--- src/rtl/pwmt_pkg.sv ---
package pwmt_pkg;
  localparam int CNT_W = 16;
  localparam int SEL_W = 2;

  typedef enum logic [1:0] {
    SEL_CMP1 = 2'd0,
    SEL_CMP2 = 2'd1,
    SEL_CTRL = 2'd2,
    SEL_NONE = 2'd3
  } wsel_e;

  typedef enum logic [1:0] {
    TCK_DIV4 = 2'd0,
    TCK_DIV2 = 2'd1,
    TCK_DIV8 = 2'd2,
    TCK_EXT  = 2'd3
  } tsel_e;

  typedef struct packed {
    logic lvl_b;   // bit 3: level on compare-2 match
    logic lvl_a;   // bit 2: level on compare-1 match
    logic pwm_on;  // bit 1: PWM mode
    logic oe;      // bit 0: output enable
  } ctrl_t;
endpackage

--- src/rtl/pwmt_tick.sv ---
module pwmt_tick #(
  parameter int SYNC_STAGES = 2
) (
  input  logic       clk,
  input  logic       rst,
  input  logic [1:0] clk_sel,
  input  logic       ext_clk,
  output logic       tick
);
  import pwmt_pkg::*;
  localparam int DIV_W = 3;

  logic [DIV_W-1:0]       div_q;
  logic [SYNC_STAGES-1:0] sync_q;
  logic                   ext_prev;
  logic                   tick_d;

  genvar g;
  generate
    for (g = 0; g < SYNC_STAGES; g++) begin : g_sync
      if (g == 0) begin : g_first
        always_ff @(posedge clk) begin
          if (rst) sync_q[g] <= 1'b0;
          else     sync_q[g] <= ext_clk;
        end
      end else begin : g_rest
        always_ff @(posedge clk) begin
          if (rst) sync_q[g] <= 1'b0;
          else     sync_q[g] <= sync_q[g-1];
        end
      end
    end
  endgenerate

  always_comb begin
    case (tsel_e'(clk_sel))
      TCK_DIV2: tick_d = div_q[0];
      TCK_DIV4: tick_d = &div_q[1:0];
      TCK_DIV8: tick_d = &div_q;
      default:  tick_d = sync_q[SYNC_STAGES-1] & ~ext_prev;
    endcase
  end

  always_ff @(posedge clk) begin
    if (rst) begin
      div_q    <= '0;
      ext_prev <= 1'b0;
      tick     <= 1'b0;
    end else begin
      div_q    <= div_q + 1'b1;
      ext_prev <= sync_q[SYNC_STAGES-1];
      tick     <= tick_d;
    end
  end

  AST_TICK_ISOLATED: assert property (@(posedge clk) disable iff (rst)
    tick |=> !tick);
endmodule

--- src/rtl/pwmt_regs.sv ---
module pwmt_regs #(
  parameter int CNT_W = pwmt_pkg::CNT_W
) (
  input  logic              clk,
  input  logic              rst,
  input  logic              wr_en,
  input  logic [1:0]        wr_sel,
  input  logic [CNT_W-1:0]  wr_data,
  input  logic              period_end,
  output logic [CNT_W-1:0]  act_c1,
  output logic [CNT_W-1:0]  act_c2,
  output pwmt_pkg::ctrl_t   ctrl,
  output logic              active
);
  import pwmt_pkg::*;

  logic [CNT_W-1:0] shd_c1, shd_c2;
  logic             wr_c1, wr_c2, wr_ct;

  assign active = ctrl.oe & ctrl.pwm_on;
  assign wr_c1  = wr_en && (wsel_e'(wr_sel) == SEL_CMP1);
  assign wr_c2  = wr_en && (wsel_e'(wr_sel) == SEL_CMP2);
  assign wr_ct  = wr_en && (wsel_e'(wr_sel) == SEL_CTRL);

  always_ff @(posedge clk) begin
    if (rst) begin
      shd_c1 <= '0;
      shd_c2 <= '0;
      act_c1 <= '0;
      act_c2 <= '0;
      ctrl   <= '0;
    end else begin
      if (wr_c1) shd_c1 <= wr_data;
      if (wr_c2) shd_c2 <= wr_data;
      if (wr_ct) ctrl   <= ctrl_t'(wr_data[3:0]);
      if (!active) begin
        if (wr_c1) act_c1 <= wr_data;
        if (wr_c2) act_c2 <= wr_data;
      end else if (period_end) begin
        act_c1 <= shd_c1;
        act_c2 <= shd_c2;
      end
    end
  end

  AST_SHADOW_HELD: assert property (@(posedge clk) disable iff (rst)
    (active && !period_end) |=> ($stable(act_c1) && $stable(act_c2)));
  AST_DIRECT_WRITE: assert property (@(posedge clk) disable iff (rst)
    (!active && wr_c2) |=> (act_c2 == $past(wr_data)));
endmodule

--- src/rtl/pwmt_core.sv ---
module pwmt_core #(
  parameter int              CNT_W   = pwmt_pkg::CNT_W,
  parameter logic [CNT_W-1:0] PRELOAD = 16'hFFFC
) (
  input  logic             clk,
  input  logic             rst,
  input  logic             tick,
  input  logic             active,
  input  logic [CNT_W-1:0] act_c1,
  input  logic [CNT_W-1:0] act_c2,
  input  logic             lvl_a,
  input  logic             lvl_b,
  output logic             period_end,
  output logic             pwm_out
);
  logic [CNT_W-1:0] cnt;
  logic             hit_a, hit_b;

  assign hit_b      = active && tick && (cnt == act_c2);
  assign hit_a      = active && tick && (cnt == act_c1);
  assign period_end = hit_b;

  always_ff @(posedge clk) begin
    if (rst) begin
      cnt     <= PRELOAD;
      pwm_out <= 1'b0;
    end else begin
      if (!active || hit_b) cnt <= PRELOAD;
      else if (tick)        cnt <= cnt + 1'b1;
      if (hit_b)      pwm_out <= lvl_b;
      else if (hit_a) pwm_out <= lvl_a;
    end
  end

  AST_PERIOD_RELOAD: assert property (@(posedge clk) disable iff (rst)
    hit_b |=> (cnt == PRELOAD && pwm_out == $past(lvl_b)));
  AST_EDGE_A_LEVEL: assert property (@(posedge clk) disable iff (rst)
    (hit_a && !hit_b) |=> (pwm_out == $past(lvl_a)));
  AST_IDLE_HOLD: assert property (@(posedge clk) disable iff (rst)
    !active |=> ($stable(pwm_out) && cnt == PRELOAD));
  AST_NO_TICK_STILL: assert property (@(posedge clk) disable iff (rst)
    (active && !tick) |=> $stable(cnt));
  AST_EQUAL_PRIORITY: assert property (@(posedge clk) disable iff (rst)
    (hit_a && hit_b) |=> (pwm_out == $past(lvl_b)));
endmodule

--- src/rtl/pwm_cmp_timer.sv ---
module pwm_cmp_timer #(
  parameter int               CNT_W       = pwmt_pkg::CNT_W,
  parameter logic [CNT_W-1:0] PRELOAD     = 16'hFFFC,
  parameter int               SYNC_STAGES = 2
) (
  input  logic             clk,
  input  logic             rst,
  input  logic             wr_en,
  input  logic [1:0]       wr_sel,
  input  logic [CNT_W-1:0] wr_data,
  input  logic [1:0]       clk_sel,
  input  logic             ext_clk,
  output logic             pwm_out
);
  import pwmt_pkg::*;

  logic             tick, active, period_end;
  logic [CNT_W-1:0] act_c1, act_c2;
  ctrl_t            ctrl;

  pwmt_tick #(.SYNC_STAGES(SYNC_STAGES)) u_tick (
    .clk(clk), .rst(rst), .clk_sel(clk_sel), .ext_clk(ext_clk), .tick(tick)
  );

  pwmt_regs #(.CNT_W(CNT_W)) u_regs (
    .clk(clk), .rst(rst), .wr_en(wr_en), .wr_sel(wr_sel), .wr_data(wr_data),
    .period_end(period_end), .act_c1(act_c1), .act_c2(act_c2),
    .ctrl(ctrl), .active(active)
  );

  pwmt_core #(.CNT_W(CNT_W), .PRELOAD(PRELOAD)) u_core (
    .clk(clk), .rst(rst), .tick(tick), .active(active),
    .act_c1(act_c1), .act_c2(act_c2), .lvl_a(ctrl.lvl_a), .lvl_b(ctrl.lvl_b),
    .period_end(period_end), .pwm_out(pwm_out)
  );
endmodule

--- config.mk ---
export PLATFORM = sky130hd
export DESIGN_NAME = pwm_cmp_timer
export DESIGN_NICKNAME = d
export VERILOG_FILES = /design/src/rtl/pwmt_pkg.sv /design/src/rtl/pwmt_tick.sv /design/src/rtl/pwmt_regs.sv /design/src/rtl/pwmt_core.sv /design/src/rtl/pwm_cmp_timer.sv
export SDC_FILE = /design/constraint.sdc
export NUM_CORES = 1
export LEC_CHECK = 0
export BUFFER_PORTS_ARGS = -buffer_cell sky130_fd_sc_hd__buf_2
export CAP_MARGIN = 10
export CORE_UTILIZATION = 51
export CTS_CLUSTER_DIAMETER = 100
export CTS_CLUSTER_SIZE = 10
export DETAILED_ROUTE_END_ITERATION = 10
export PLACE_DENSITY = 0.77
export SYNTH_ARGS = -nofsm -noshare
export SYNTH_HDL_FRONTEND = slang
export SYNTH_SLANG_ARGS = --single-unit
--- constraint.sdc ---
create_clock -name clk -period 1.9 [get_ports clk]
set_input_delay 0.38 -clock clk [delete_from_list [all_inputs] [get_ports clk]]
set_output_delay 0.38 -clock clk [all_outputs]
set_load 0.05 [all_outputs]
==> metrics <==
run status=finished, final reports clean; cells along the critical path=xnor2_1 -> and4_1 -> and4_4 -> buf_12 -> a21oi_1 -> a211oi_1; Chip Height=between 90 and 100 um; cell count after synthesis=about 520; multiplexer area fraction after synthesis=0.0165; Worst EP arrival=2.03 ns; vias=approximately 3800; P_leak=0.00190 uW; Final min period=roughly 1.7 ns; clock root cell=clkbuf_8; Initial DRC Count=approximately 290; kind of critical path=reg -> reg; maximum fanout along the worst path=33; combinational power share=0.090; clock power share=0.363; Core Box Area=8300 sq um; Reg2Reg Capture Point=u_regs.act_c1[7]$_SDFFE_PP0P_; Worst R2R Setup Slack=approximately 0.15 ns; IO Count=25; Net Count, Synth=~550; largest family of logic cells by synthesized area=simple AND/OR/NAND/NOR gates; Final Skew=0.0115 ns; Slew headroom=0.695; vias per cell=roughly 5.7; Hold Path Origin=ext_clk; Mean Syn Cell Area=between 8 and 9 sq um; insertion delay to the later sink of the worst-skew pair=between 0.3 and 0.4 ns; initial core utilization=0.531; Slew Viols, Final=0; Post-Syn Area=4410 sq um; Crit-path slowest cell=dfxtp_1; XOR/XNOR Fraction of Synth Area=0.0913; worst hold path cell count=2; count leader, synth=a21oi_1; final hold vios=0; I/O Buffers=24; FMAX=between 500 and 600 MHz; Yosys top cell by area=dfxtp_1; R2R depth=6; worst r2r src=u_core.cnt[0]$_SDFFE_PP0P_; GPL Wtd Cong=roughly 0.98; first-pass GRT wire length=approximately 17000 um; Post-synth EDFFs=0; H-Tree Depth=3; Peak VDD IR=0.639 mV; Hold Path End=u_tick.sync_q[0]$_SDFF_PP0_; count of state elements after synthesis=between 90 and 100; MaxCap Viol Count=0; sequential-to-total area share from yosys stat=0.418; most frequent cells after synthesis=98 x a21oi_1, 92 x dfxtp_1, 84 x nand2_1, 36 x xnor2_1, 33 x nand2b_1; Die ar.=9020 sq um; Initial DRT Pass Iterations=5; Layout area overhead=12.1%; CTS clk-pin slew, worst paths=approximately 0.10 ns; post-route ant nets=0; RSZ-0062 raised after global routing=false; antenna violations before repair=0; Routed wire per std cell=15.8 um; largest net degree at the start of global routing=44; CTS Buf Count=9; # nets final=about 580; ranking of synthesized cells by area=dfxtp_1 42%, a21oi_1 11%, nand2_1 7.1%, xnor2_1 7.1%, a211oi_1 4.9%; detailed placement HPWL=7450 um; pre-CTS setup slack=around 0.059 ns; Crit path required time=2.19 ns; Pint=2770 uW; Overflow after GRT=0; Synth Area in Simple Gates=0.226; PnR worst setup slack=roughly 0.15 ns; warnings from Yosys=0; share of layout cells above drive strength 1=0.154; Yosys cell types=42; sequential power share=0.547; Num Clock Sinks=between 90 and 100; dominant synthesized flop cell=dfxtp_1; worst min path class=in -> reg; share of flip-flops with an asynchronous set or reset=0; Die W=95.0 um; clock tree buffer depth=2; net load switching power=about 970 uW; Compound-Gate Fraction of Synth Area=0.188; Worst-Margin Slew=approximately 0.46 ns; Setup crit start=u_core.cnt[0]$_SDFFE_PP0P_; drt drc=0; Sw Ratio=0.259; row cnt=33; Synth Area in Adders=0.00851; Worst Setup Start Kind=register; CTS tree=yes; Total Routing Usage GR=0.254; Crit path largest cell delay=approximately 0.47 ns; n_diodes=0; share of Yosys cell area claimed by the top area cell type=0.418; crit share post-route=0.919; Worst setup EP type=register; WL final=10500 um; TNS Setup=0 ns; Pwr per Cell Area=between 700 and 800 nW/um^2; vias in the first global route=about 3700; final-report setup violation count=0
## power by group through the flow
stage / Combinational (uW) / Sequential (uW) / Clock, uW
after floorplan: 237 / 2070 / 0
after global placement: 322 / 2080 / 0
after detailed placement: 332 / 2080 / 0
after CTS: 335 / 2040 / 1360
after global routing: 378 / 2050 / 1440
final: 337 / 2040 / 1360
## how the worst max path moves through the flow
stage / slack [ns] / endpoint / depth (start not counted)
final: 0.15 / u_regs.act_c1[7]$_SDFFE_PP0P_ / 6
after global routing: 0.02 / u_regs.act_c2[8]$_SDFFE_PP0P_ / 6
after CTS: 0.04 / u_core.cnt[9]$_SDFFE_PP1P_ / 6
after detailed placement: 0.06 / u_core.cnt[9]$_SDFFE_PP1P_ / 6
after global placement: 0.12 / u_core.cnt[15]$_SDFFE_PP1P_ / 6
after floorplan: 0.21 / u_core.cnt[9]$_SDFFE_PP1P_ / 8
## stage by stage
step | instances | hold WS [ns] | area (sq um) | total power, uW | util
floorplan | 524 | 0.414 | 4410 | 2310 | -
global placement | 645 | 0.424 | 4730 | 2400 | 0.570
detailed placement | 645 | 0.448 | 4730 | 2420 | 0.570
CTS | 661 | 0.221 | 4930 | 3740 | 0.594
global route | 662 | 0.240 | 4940 | 3860 | 0.596
finish | 662 | 0.227 | 4940 | 3730 | 0.596
## cell families (layout without fill, tap and decap cells)
logic type      after synthesis  after routing
simple gates                193            193
buf+inv                      45             78
flops                        92             92
fa+ha+maj                     3              3
compound gates              139            139
xor+xnor                     46             46
mux                           6              6
## sequential cells by signal, summed over array words and instances (netlist names)
register	count
u_tick.sync_q	2
u_regs.act_c2	16
u_core.pwm_out	1
u_regs.ctrl	4
u_regs.act_c1	16
u_tick.div_q	3
u_tick.tick	1
u_tick.ext_prev	1
u_regs.shd_c2	16
u_regs.shd_c1	16
u_core.cnt	16
## area by class of cell
type | instances | area, sq um
inverters | 4 | 15.0
fillers | 734 | 3360
clock buffers | 10 | 128
well taps | 105 | 131
multi-input cells | 387 | 2340
flip-flops and latches | 92 | 1840
clock inverters | 6 | 71.3
repair buffers | 58 | 413
## metal layers
| metal | vias up | share of wire | track usage |
|---|---|---|---|
| met4 | 0 | 0.024 | 0.104 |
| met1 | 1777 | 0.47 | 0.342 |
| met2 | 136 | 0.45 | 0.400 |
| met3 | 22 | 0.054 | 0.0451 |
| met5 | - | 0 | 0 |
| li1 | 1852 | - | - |
## worst max-delay path: cells and delay by family (launching register included)
kind                   cells  cell delay [ns]
AO/OA/AOI/OAI              2             0.32
AND/OR/NAND/NOR            2             0.49
flip-flops                 1             0.47
buffers and inverters      1             0.19
XOR/XNOR                   1             0.18
## layout by cell type, fill, tap and decap left out, types with 5 or more instances in the layout
cell      count
and2_1       18
nor2_1       10
nor2b_1       8
buf_2        24
xnor2_1      36
nand4_1       8
mux2i_1       5
a211oi_1     29
nand2b_1     33
xor2_1       10
a21oi_1      98
nand3_1       7
nand2_1      84
buf_4        31
clkbuf_8      9
dfxtp_1      92
## what timing repair did
item,CTS,global route
buffers inserted,0,1
endpoints found under the setup margin,0,35
hold buffers,0,0
gates resized for setup,0,2
endpoints found under the hold margin,0,0
No activity file was read; power rests on OpenSTA's default activity.
